`src/rtl/prom_seq_pkg.sv`:
```
package prom_seq_pkg;

    localparam int BYTE_W = 8;

    // mode_sel bit 0 is the first select line
    localparam logic [3:0] MODE_OFF     = 4'b0000;
    localparam logic [3:0] MODE_CLEAR   = 4'b0101;
    localparam logic [3:0] MODE_WRITE   = 4'b1110;
    localparam logic [3:0] MODE_VERIFY  = 4'b1100;
    localparam logic [3:0] MODE_INHIBIT = 4'b1101;

    typedef enum logic [4:0] {
        ST_IDLE,
        ST_POWER,
        ST_CLEAR,
        ST_BOOST,
        ST_INHIBIT,
        ST_FETCH,
        ST_WRITE,
        ST_WINH,
        ST_VERIFY,
        ST_OVER,
        ST_OINH,
        ST_ACK,
        ST_ADVANCE,
        ST_RVERIFY,
        ST_RADVANCE,
        ST_RINH,
        ST_ECLEAR,
        ST_DROP
    } seq_state_t;

endpackage

```
`src/rtl/prom_seq_timer.sv`:
```
module prom_seq_timer #(
    parameter int TW = 32
) (
    input  logic          clk,
    input  logic          rst_n,
    input  logic          load,
    input  logic [TW-1:0] load_val,
    output logic          expired
);

    logic [TW-1:0] cnt;

    // a load of N makes the current state last N cycles
    always_ff @(posedge clk or negedge rst_n) begin
        if (!rst_n) begin
            cnt <= '0;
        end else if (load) begin
            cnt <= (load_val == '0) ? '0 : load_val - 1'b1;
        end else if (cnt != '0) begin
            cnt <= cnt - 1'b1;
        end
    end

    assign expired = (cnt == '0);

endmodule

```
`src/rtl/prom_seq_burst.sv`:
```
module prom_seq_burst #(
    parameter int PULSES   = 4,
    parameter int HALF_CYC = 250
) (
    input  logic clk,
    input  logic rst_n,
    input  logic go,
    output logic pulse_out,
    output logic done
);

    localparam int HW    = $clog2(HALF_CYC + 1);
    localparam int HALVES = 2 * PULSES;
    localparam int EW    = $clog2(HALVES + 1);

    logic          active;
    logic [HW-1:0] hcnt;
    logic [EW-1:0] halves;

    always_ff @(posedge clk or negedge rst_n) begin
        if (!rst_n) begin
            active    <= 1'b0;
            pulse_out <= 1'b0;
            done      <= 1'b0;
            hcnt      <= '0;
            halves    <= '0;
        end else begin
            done <= 1'b0;
            if (!active) begin
                if (go) begin
                    active    <= 1'b1;
                    pulse_out <= 1'b1;
                    hcnt      <= HW'(HALF_CYC - 1);
                    halves    <= '0;
                end
            end else if (hcnt != '0) begin
                hcnt <= hcnt - 1'b1;
            end else begin
                hcnt <= HW'(HALF_CYC - 1);
                if (halves == EW'(HALVES - 1)) begin
                    active    <= 1'b0;
                    pulse_out <= 1'b0;
                    done      <= 1'b1;
                end else begin
                    halves    <= halves + 1'b1;
                    pulse_out <= ~pulse_out;
                end
            end
        end
    end

endmodule

```
`src/rtl/prom_burn_sequencer.sv`:
```
module prom_burn_sequencer
    import prom_seq_pkg::*;
#(
    parameter int ADDR_W     = 13,
    parameter int CYC_PER_US = 250,
    parameter int US_PER_MS  = 1000,
    parameter int SETTLE_US  = 10,
    parameter int STEP_US    = 1,
    parameter int MAX_TRIES  = 25,
    parameter int ADV_PULSES = 4,
    parameter int TW         = 32
) (
    input  logic              clk,
    input  logic              rst_n,
    input  logic              start,
    input  logic              read_mode,
    input  logic [ADDR_W-1:0] last_addr,
    input  logic              src_valid,
    input  logic [7:0]        src_data,
    output logic              src_ready,
    input  logic [7:0]        dev_data_in,
    output logic [3:0]        mode_sel,
    output logic              adv_clk,
    output logic [7:0]        data_out,
    output logic              data_oe,
    output logic              vdd_on,
    output logic              vpp_on,
    output logic              boost_on,
    output logic              busy,
    output logic              done,
    output logic              fail,
    output logic [ADDR_W-1:0] fail_addr,
    output logic              rd_valid,
    output logic [7:0]        rd_data,
    output logic [ADDR_W-1:0] rd_addr
);

    localparam int MS_CYC     = CYC_PER_US * US_PER_MS;
    localparam int SETTLE_CYC = CYC_PER_US * SETTLE_US;
    localparam int STEP_CYC   = CYC_PER_US * STEP_US;
    localparam int TRY_W      = $clog2(MAX_TRIES + 1);

    seq_state_t state, nxt;

    logic              tmr_load;
    logic [TW-1:0]     tmr_val;
    logic              tmr_exp;
    logic              burst_go;
    logic              burst_done;
    logic              adv_pulse;

    logic [ADDR_W-1:0] addr_q;
    logic [BYTE_W-1:0] byte_q;
    logic [TRY_W-1:0]  tries_q;
    logic              read_q;
    logic              fail_q;
    logic [ADDR_W-1:0] fail_addr_q;
    logic              done_q;
    logic              rd_valid_q;
    logic [BYTE_W-1:0] rd_data_q;
    logic [ADDR_W-1:0] rd_addr_q;

    logic              at_last;
    logic              match;
    logic              at_cap;

    assign at_last = (addr_q == last_addr);
    assign match   = (dev_data_in == byte_q);
    assign at_cap  = (tries_q == TRY_W'(MAX_TRIES));

    prom_seq_timer #(.TW(TW)) u_timer (
        .clk      (clk),
        .rst_n    (rst_n),
        .load     (tmr_load),
        .load_val (tmr_val),
        .expired  (tmr_exp)
    );

    prom_seq_burst #(.PULSES(ADV_PULSES), .HALF_CYC(STEP_CYC)) u_burst (
        .clk       (clk),
        .rst_n     (rst_n),
        .go        (burst_go),
        .pulse_out (adv_pulse),
        .done      (burst_done)
    );

    // state register
    always_ff @(posedge clk or negedge rst_n) begin
        if (!rst_n) state <= ST_IDLE;
        else        state <= nxt;
    end

    // transitions and delay loads
    always_comb begin
        nxt      = state;
        tmr_load = 1'b0;
        tmr_val  = TW'(STEP_CYC);
        burst_go = 1'b0;
        unique case (state)
            ST_IDLE: if (start) begin
                nxt = ST_POWER; tmr_load = 1'b1; tmr_val = TW'(SETTLE_CYC);
            end
            ST_POWER:   if (tmr_exp) begin nxt = ST_CLEAR;   tmr_load = 1'b1; end
            ST_CLEAR:   if (tmr_exp) begin nxt = ST_BOOST;   tmr_load = 1'b1; end
            ST_BOOST:   if (tmr_exp) begin nxt = ST_INHIBIT; tmr_load = 1'b1; end
            ST_INHIBIT: if (tmr_exp) begin
                nxt = read_q ? ST_RVERIFY : ST_FETCH; tmr_load = read_q;
            end
            ST_FETCH: if (src_valid) begin
                nxt = ST_WRITE; tmr_load = 1'b1; tmr_val = TW'(MS_CYC);
            end
            ST_WRITE:   if (tmr_exp) begin nxt = ST_WINH;   tmr_load = 1'b1; end
            ST_WINH:    if (tmr_exp) begin nxt = ST_VERIFY; tmr_load = 1'b1; end
            ST_VERIFY: if (tmr_exp) begin
                tmr_load = 1'b1;
                if (match) begin
                    nxt = ST_OVER; tmr_val = TW'(tries_q) * TW'(MS_CYC);
                end else if (at_cap) begin
                    nxt = ST_ECLEAR;
                end else begin
                    nxt = ST_WRITE; tmr_val = TW'(MS_CYC);
                end
            end
            ST_OVER: if (tmr_exp) begin nxt = ST_OINH; tmr_load = 1'b1; end
            ST_OINH: if (tmr_exp) nxt = ST_ACK;
            ST_ACK: begin nxt = ST_ADVANCE; burst_go = 1'b1; end
            ST_ADVANCE: if (burst_done) begin
                nxt = at_last ? ST_ECLEAR : ST_FETCH; tmr_load = at_last;
            end
            ST_RVERIFY: if (tmr_exp) begin nxt = ST_RADVANCE; burst_go = 1'b1; end
            ST_RADVANCE: if (burst_done) begin
                nxt = at_last ? ST_RINH : ST_RVERIFY; tmr_load = 1'b1;
            end
            ST_RINH:   if (tmr_exp) begin nxt = ST_ECLEAR; tmr_load = 1'b1; end
            ST_ECLEAR: if (tmr_exp) begin nxt = ST_DROP;   tmr_load = 1'b1; end
            ST_DROP:   if (tmr_exp) nxt = ST_IDLE;
            default:   nxt = ST_IDLE;
        endcase
    end

    // run datapath
    always_ff @(posedge clk or negedge rst_n) begin
        if (!rst_n) begin
            addr_q      <= '0;
            byte_q      <= '0;
            tries_q     <= '0;
            read_q      <= 1'b0;
            fail_q      <= 1'b0;
            fail_addr_q <= '0;
            done_q      <= 1'b0;
            rd_valid_q  <= 1'b0;
            rd_data_q   <= '0;
            rd_addr_q   <= '0;
        end else begin
            done_q     <= (state == ST_DROP) && tmr_exp;
            rd_valid_q <= (state == ST_RVERIFY) && tmr_exp;
            if (state == ST_IDLE && start) begin
                addr_q      <= '0;
                read_q      <= read_mode;
                fail_q      <= 1'b0;
                fail_addr_q <= '0;
            end
            if (state == ST_FETCH && src_valid) begin
                byte_q  <= src_data;
                tries_q <= TRY_W'(1);
            end
            if (state == ST_VERIFY && tmr_exp && !match) begin
                if (at_cap) begin
                    fail_q      <= 1'b1;
                    fail_addr_q <= addr_q;
                end else begin
                    tries_q <= tries_q + 1'b1;
                end
            end
            if ((state == ST_ADVANCE || state == ST_RADVANCE) && burst_done && !at_last)
                addr_q <= addr_q + 1'b1;
            if (state == ST_RVERIFY && tmr_exp) begin
                rd_data_q <= dev_data_in;
                rd_addr_q <= addr_q;
            end
        end
    end

    // state-decoded outputs
    always_comb begin
        mode_sel  = MODE_OFF;
        boost_on  = 1'b0;
        data_oe   = 1'b0;
        src_ready = 1'b0;
        unique case (state)
            ST_IDLE, ST_POWER: mode_sel = MODE_OFF;
            ST_CLEAR:          mode_sel = MODE_CLEAR;
            ST_BOOST, ST_ECLEAR: begin mode_sel = MODE_CLEAR; boost_on = 1'b1; end
            ST_DROP:           mode_sel = MODE_CLEAR;
            ST_INHIBIT, ST_FETCH, ST_WINH, ST_OINH, ST_ADVANCE, ST_RINH: begin
                mode_sel = MODE_INHIBIT; boost_on = 1'b1;
            end
            ST_ACK: begin mode_sel = MODE_INHIBIT; boost_on = 1'b1; src_ready = 1'b1; end
            ST_WRITE, ST_OVER: begin mode_sel = MODE_WRITE; boost_on = 1'b1; data_oe = 1'b1; end
            ST_VERIFY, ST_RVERIFY, ST_RADVANCE: begin mode_sel = MODE_VERIFY; boost_on = 1'b1; end
            default: mode_sel = MODE_OFF;
        endcase
    end

    assign vdd_on    = (state != ST_IDLE);
    assign vpp_on    = (state != ST_IDLE);
    assign busy      = (state != ST_IDLE);
    assign adv_clk   = adv_pulse;
    assign data_out  = byte_q;
    assign done      = done_q;
    assign fail      = fail_q;
    assign fail_addr = fail_addr_q;
    assign rd_valid  = rd_valid_q;
    assign rd_data   = rd_data_q;
    assign rd_addr   = rd_addr_q;

endmodule

```
`config.mk`:
```
export PLATFORM = sky130hd
export DESIGN_NAME = prom_burn_sequencer
export DESIGN_NICKNAME = d
export VERILOG_FILES = /design/src/rtl/prom_seq_pkg.sv /design/src/rtl/prom_seq_timer.sv /design/src/rtl/prom_seq_burst.sv /design/src/rtl/prom_burn_sequencer.sv
export SDC_FILE = /design/constraint.sdc
export NUM_CORES = 1
export LEC_CHECK = 0
export BUFFER_PORTS_ARGS = -buffer_cell sky130_fd_sc_hd__buf_2
export CAP_MARGIN = 20
export CORE_ASPECT_RATIO = 0.7
export CORE_MARGIN = 4
export CORE_UTILIZATION = 54
export CTS_CLUSTER_SIZE = 8
export DETAILED_ROUTE_END_ITERATION = 10
export HOLD_SLACK_MARGIN = 0.06
export PLACE_DENSITY = 0.84
export SYNTH_ARGS = -nofsm -noshare
export SYNTH_HDL_FRONTEND = slang
export SYNTH_HIERARCHICAL = 1
export SYNTH_SLANG_ARGS = --single-unit
```
`constraint.sdc`:
```
create_clock -name clk -period 3.87 [get_ports clk]
set_input_delay 1.161 -clock clk [delete_from_list [all_inputs] [get_ports clk]]
set_output_delay 1.161 -clock clk [all_outputs]
set_load 0.02 [all_outputs]
```
* Word-level counts from Yosys, hierarchy flattened
Index checks and enable logic that the tools add are counted.
Cells by class: multiplexer cells 73, bitwise operators 1, $mul 1, add/subtract/negate cells 6, reduce and logical (&&, ||, !) cells 29, equality and inequality tests 40
Operators by type and width (number):
- $mux 5 | 23
- $mux 32 | 3
- $pmux 5 s18 | 1
- $pmux 23 s3 | 1
- $mux 13 | 5
- $logic_not 32->1 | 2
- $mux 23 | 2
- $eq 5x4->1 const B | 8
- $mux 18 | 2
- $ne 2x2->1 const B | 17
- $reduce_bool 32->1 | 1
- $sub 32x1->32 const B | 1
- $mux 8 | 3
- $sub 23x1->24 const B | 1
- $mux 1 | 23
- $eq 5x3->1 const B | 4
- $mux 4 | 5
- $mul 5x14->19 const B | 1
- $reduce_and 17->1 | 1
- $pmux 4 s4 | 1
- $eq 5x5->1 const B | 3
- $reduce_or 14->1 | 1
- $add 13x1->13 const B | 1
- $eq 13x13->1 | 1
- 27 further kinds | 39
Word-level totals: word-level logic and storage cells 167, flip-flop bits (word level) 116, output and inout port bits 56, input port bits 34

* Logic depth before layout (Yosys ltp)
word-level depth 8, mapped depth 17, mapped depth without buffers 16

* Cells and area by module
Netlist, hierarchy kept.
By module, submodules not included:
- prom_burn_sequencer | area an instance 4852.2 sq um, sequential area each 1726.7 sq um, instances 1, cells each 521
- prom_seq_timer | area an instance 2558.7 sq um, sequential area each 800.8 sq um, instances 1, cells each 304
- prom_seq_burst | area an instance 799.5 sq um, sequential area each 375.4 sq um, instances 1, cells each 78

* Worst setup path after synthesis
No wires, ideal clock.
path kind register to register, start point reg tries_q[2], end point reg u_timer.cnt[17], clock period less this slack 4.276 ns, library setup time 0.124 ns, path slack -0.406 ns, path buffers 1, arrival 4.152 ns, data required time 3.746 ns, stages on the path, launching flop included 16, cell sequence dfrtp_1 > inv_1 > ha_1 > fa_1 > fa_1 > inv_1 > ha_1 > a21oi_1 > a21oi_1 > xnor2_1 > nor2_1 > nor3_1 > nand4_1 > o31a_1 > clkbuf_1 > a211o_1
On the way: elaborated cells on any way between the ends 10, classes of those cells 1 x add/sub; 1 x mul; 1 x eq/ne; 6 x mux; 1 x reduce/logical
RTL lines:
- from (decl) | line prom_burn_sequencer.sv:54 | logic [TRY_W-1:0] tries_q;
- from (signal assigned) | line prom_burn_sequencer.sv:172 | tries_q <= tries_q + 1'b1;
- $mul 5x14->19 | line prom_burn_sequencer.sv:117 | nxt = ST_OVER; tmr_val = TW'(tries_q) * TW'(MS_CYC);
- $mux 23 | line prom_burn_sequencer.sv:116 | if (match) begin
- $mux 23 | line prom_burn_sequencer.sv:114 | ST_VERIFY: if (tmr_exp) begin
- $pmux 23 s3 | line prom_burn_sequencer.sv:99 | unique case (state)
- net tmr_val[18] | line prom_burn_sequencer.sv:46 | logic [TW-1:0] tmr_val;
- $logic_not 32->1 | line prom_seq_timer.sv:18 | cnt <= (load_val == '0) ? '0 : load_val - 1'b1;
- $mux 32 | line prom_seq_timer.sv:18
- $mux 32 | line prom_seq_timer.sv:17 | end else if (load) begin
- to (signal assigned) | line prom_seq_timer.sv:18
- to (signal assigned) | line prom_seq_timer.sv:20 | cnt <= cnt - 1'b1;
- to (decl) | line prom_seq_timer.sv:11 | logic [TW-1:0] cnt;
The timed path passes the listed nets, and every way through them passes these cells. A chain may end at the register's enable or synchronous reset.

* Worst setup path in the final report
start point reg tries_q[1], end point reg u_timer.cnt[21]
On the way: word-level cells in the longest chain between the ends 8, elaborated cells on any way between the ends 10, classes of those cells 1 x add/sub; 1 x mul; 1 x eq/ne; 6 x mux; 1 x reduce/logical
RTL lines (line):
- parallel branches: the longest is 2 deep, another holds $mul 5x14->19
- $mux 23 * | prom_burn_sequencer.sv:116
- $mux 23 * | prom_burn_sequencer.sv:114
- $pmux 23 s3 * | prom_burn_sequencer.sv:99
- net tmr_val[15] | prom_burn_sequencer.sv:46
- $sub 23x1->24 / $logic_not 32->1 (equally long branches) | prom_seq_timer.sv:18
- $mux 32 * | prom_seq_timer.sv:18
- $mux 32 * | prom_seq_timer.sv:17
Mark *: on every way through the listed nets, which the timed path passes.

==> impl_metrics.py <==
metrics = {
    "floorplan": {
        "die_height_um": 111.2,
        "rows": 37,
        "io_pins": 90,
        "core-area_um2": 14810,
        "dieArea_um2": 17270,
        "initial_core_util_pct": 55.42,
        "die_w_um": 155.4,
    },
    "drt": {
        "drt.antenna.violating_nets": 0,
        "routedWlPerCell_um": 19.79,
        "viasPerCell": 6.195,
        "drt_first_pass_iters": 6,
        "drtIter0Drc": 1001,
        "vias": 8196,
        "remaining_drc_errors": 0,
        "drt_wl_total_um": 26190,
    },
    "finish": {
        "final_nets": 1192,
        "antenna_cells": 0,
        "area_growth_pct": 33.45,
        "layout-drive-gt1-share_pct": 32.36,
    },
    "setup_path": {
        "r2r_setup_slack_ns": -0.14,
        "slowest_delay_ns": 0.59,
        "end_kind": "flip-flop",
        "cp.arrival_ns": 4.30,
        "critPathKind": "reg -> reg",
        "r2r_start": "tries_q[1]",
        "path_cells": "buf_4 > ha_1 > ha_1 > ha_1 > buf_4 > xnor2_1 > nor3_1 > o21ai_1 > buf_4 > or4_4 > buf_4 > nor4_2 > xnor2_1 > o22ai_2",
        "required_ns": 4.16,
        "reg2reg_to": "u_timer/cnt[21]",
        "slowest_stage": "or4_4",
        "setup.worst_path.start": "tries_q[1]",
        "critPathMostFrequentCell": "buf_4",
        "r2r_cells": 14,
        "path_max_fanout": 6,
        "cp_num_buf_inv": 4,
        "critical-path-top-delay-family": "simple AND/OR/NAND/NOR gates",
        "start_kind": "flip-flop",
    },
    "synthesis": {
        "synthFlopType": "dfrtp_1",
        "ys_seq_elements": 116,
        "synth_top_area_share_pct": 35.36,
        "syn_avg_cell_area_um2": 9.092,
        "synth.distinct_cells": 91,
        "syn_area_um2": 8210,
        "seq_area_frac_synth_pct": 35.36,
        "synthTopCellsByArea": "dfrtp_1 (35%), ha_1 (5.6%), xnor2_1 (4.5%)",
        "ys_async_sr_fraction_pct": 100.0,
        "syn_inst": 903,
        "synth_edf_count": 0,
        "ys_warn_count": 6,
        "synth_area_leader_cell": "dfrtp_1",
    },
    "timing": {
        "drv_slew": 0,
        "fin_ws_ns": -0.1369,
        "tightest_slew_ns": 0.7089,
        "relSlewSlack_pct": 52.60,
        "hold_viol_final": 0,
        "fin_setup_tns_ns": -1.616,
        "rsz0062_at_grt": "true",
        "fmax_ghz": 0.2496,
        "period_needed_ns": 4.007,
        "finalSetupViolations": 24,
        "finalCritPeriodShare_pct": 103.5,
        "clock_skew_ns": 0.01520,
    },
    "power_and_ir_drop": {
        "power_mw": 8.249,
        "p_leak_nw": 4.978,
        "peakVddDrop_uv": 440.8,
        "p_per_area_nw_per_um2": 752.9,
    },
    "global_routing": {
        "grt_pass1_vias": 7948,
        "antenna_found_initial": 0,
        "overflow": 0,
        "grt_pass1_wl_um": 40650,
        "grt_usage_pct": 28.72,
        "grt_max_degree": 61,
    },
    "clock_tree": {
        "cts.sink_count": 116,
        "cts_root_buf": "clkbuf_16",
        "clk_latency_ns": 0.43,
        "numCtsBuffers": 17,
        "htreeDepth": 4,
        "cts_tree": "done",
        "cts_buffer_depth": 2,
        "clk_pin_slew_ns": 0.06,
        "postCtsHoldBufs": 0,
    },
    "place": {
        "port-buffer-count": 89,
        "place_hpwl_um": 17250,
        "gp_congestion": 0.9788,
    },
    "status": {
        "violations": "setup timing",
        "status": "complete, but fails checks",
    },
    "worst_hold_path": {
        "hold_path_class": "reg -> reg",
        "min_path_cells": 1,
        "worst_hold_path.endpoint": "rd_addr[5]",
        "worstHoldStart": "rd_addr[5]",
    },
    "flow_run": {
        "maxCapViolCount": 0,
    },
}
## final cells by class
class,count,area (um^2)
clock buffers,19,442.9
flip-flops and latches,116,2907
repair buffers,198,1321
clock inverters,13,173.9
inverters,32,123.9
fillers,987,3857
multi-input cells,750,5744
well taps,195,244.0
## Yosys cell counts, drive strengths merged, types with 7 or more instances
cell type / number
o22ai: 14
nor4: 32
mux2: 31
a31oi: 9
mux2i: 15
nand3b: 7
nand4: 17
o31a: 11
or3: 11
nand2: 93
inv: 31
and3: 13
a21oi: 30
xor2: 36
nor3: 45
dfrtp: 116
xnor2: 42
clkbuf: 23
nand3: 31
nor2b: 8
o21ai: 48
or4: 7
and4: 7
nor2: 56
ha: 37
buf: 22
a21o: 9
## cell usage in the layout (no fill, tap or decap), types with 22 or more instances in the layout
master   netlist  layout
conb_1         1      41
buf_4          3     101
o21ai_0       46      35
nor2_1        53      49
inv_1         30      27
xnor2_1       42      41
dfrtp_1      116     113
nand2_1       93      93
nand3_1       30      28
ha_1          37      22
buf_2         16      88
xor2_1        36      35
nor3_1        43      38
a21oi_1       28      23
## worst max path at each step
stage / cells after the start / slack [ns] / end
2_1_floorplan: 14 / -0.03 / u_timer/cnt[11]
3_3_place_gp: 15 / -0.19 / u_timer/cnt[31]
3_5_place_dp: 14 / -0.31 / u_timer/cnt[20]
4_1_cts: 16 / -0.06 / u_timer/cnt[8]
5_1_grt: 17 / -0.26 / u_timer/cnt[7]
6_report: 14 / -0.14 / u_timer/cnt[21]
## report_power, final
| part | switching [mW] | internal, mW | total, mW | leakage (nW) |
|---|---|---|---|---|
| Clock | 0.638 | 1.04 | 1.68 | 0.291 |
| Combinational | 2.49 | 2.04 | 4.53 | 3.19 |
| Sequential | 0.492 | 1.55 | 2.05 | 1.49 |
## timing repair
| action | CTS | global route |
|---|---|---|
| buffers inserted | 12 | 4 |
| pin swaps | 15 | 12 |
| setup endpoints to repair | 28 | 28 |
| gates cloned | 0 | 0 |
| resized for setup | 29 | 65 |
## metrics by stage
step                util (%)  hold WS (ns)  area, um^2  std cells  setup WS, ns
finish                 73.96        0.4903       10960       1323       -0.1369
global route           73.96        0.5166       10960       1323       -0.2604
CTS                    71.65        0.4905       10610       1319      -0.05821
detailed placement     65.84        0.4691        9754       1275       -0.3093
global placement       65.84        0.4597        9754       1275       -0.1868
floorplan                  -        0.4604        8544        943      -0.03486
## sequential cells by signal, indices dropped and copies added (netlist names), 4 cells and up
register,count
tries_q,5
u_burst/halves,4
u_burst/hcnt,8
fail_addr,13
u_timer/cnt,32
rd_addr,13
data_out,8
rd_data,8
state,5
addr_q,13
## metal layers
layer	vias up	wire length, um	global-route usage (%)
li1	3689	-	-
met1	3995	11210	41.03
met2	440	12210	43.00
met3	72	2295	8.272
met4	0	469	7.172
met5	-	0	0
## kinds of logic after synthesis
| family | Yosys count | share of synthesized area [%] |
|---|---|---|
| muxes | 46 | 6.080 |
| AOI/OAI and AO/OA | 181 | 15.30 |
| DFF | 116 | 35.36 |
| and+or+nand+nor | 361 | 23.90 |
| other | 1 | 0.04567 |
| buffers and inverters | 77 | 3.901 |
| xor gates and xnor gates | 78 | 8.321 |
| adders and majority gates | 43 | 7.102 |
## worst reg2reg max path: stages, from the launching register on
cell and delay (ns):
dfrtp_1 0.50, buf_4 0.23, ha_1 0.31, ha_1 0.28
ha_1 0.31, buf_4 0.15, xnor2_1 0.12, nor3_1 0.27
o21ai_1 0.15, buf_4 0.18, or4_4 0.59, buf_4 0.18
nor4_2 0.30, xnor2_1 0.22, o22ai_2 0.11
(Power assumes the default switching activity.)
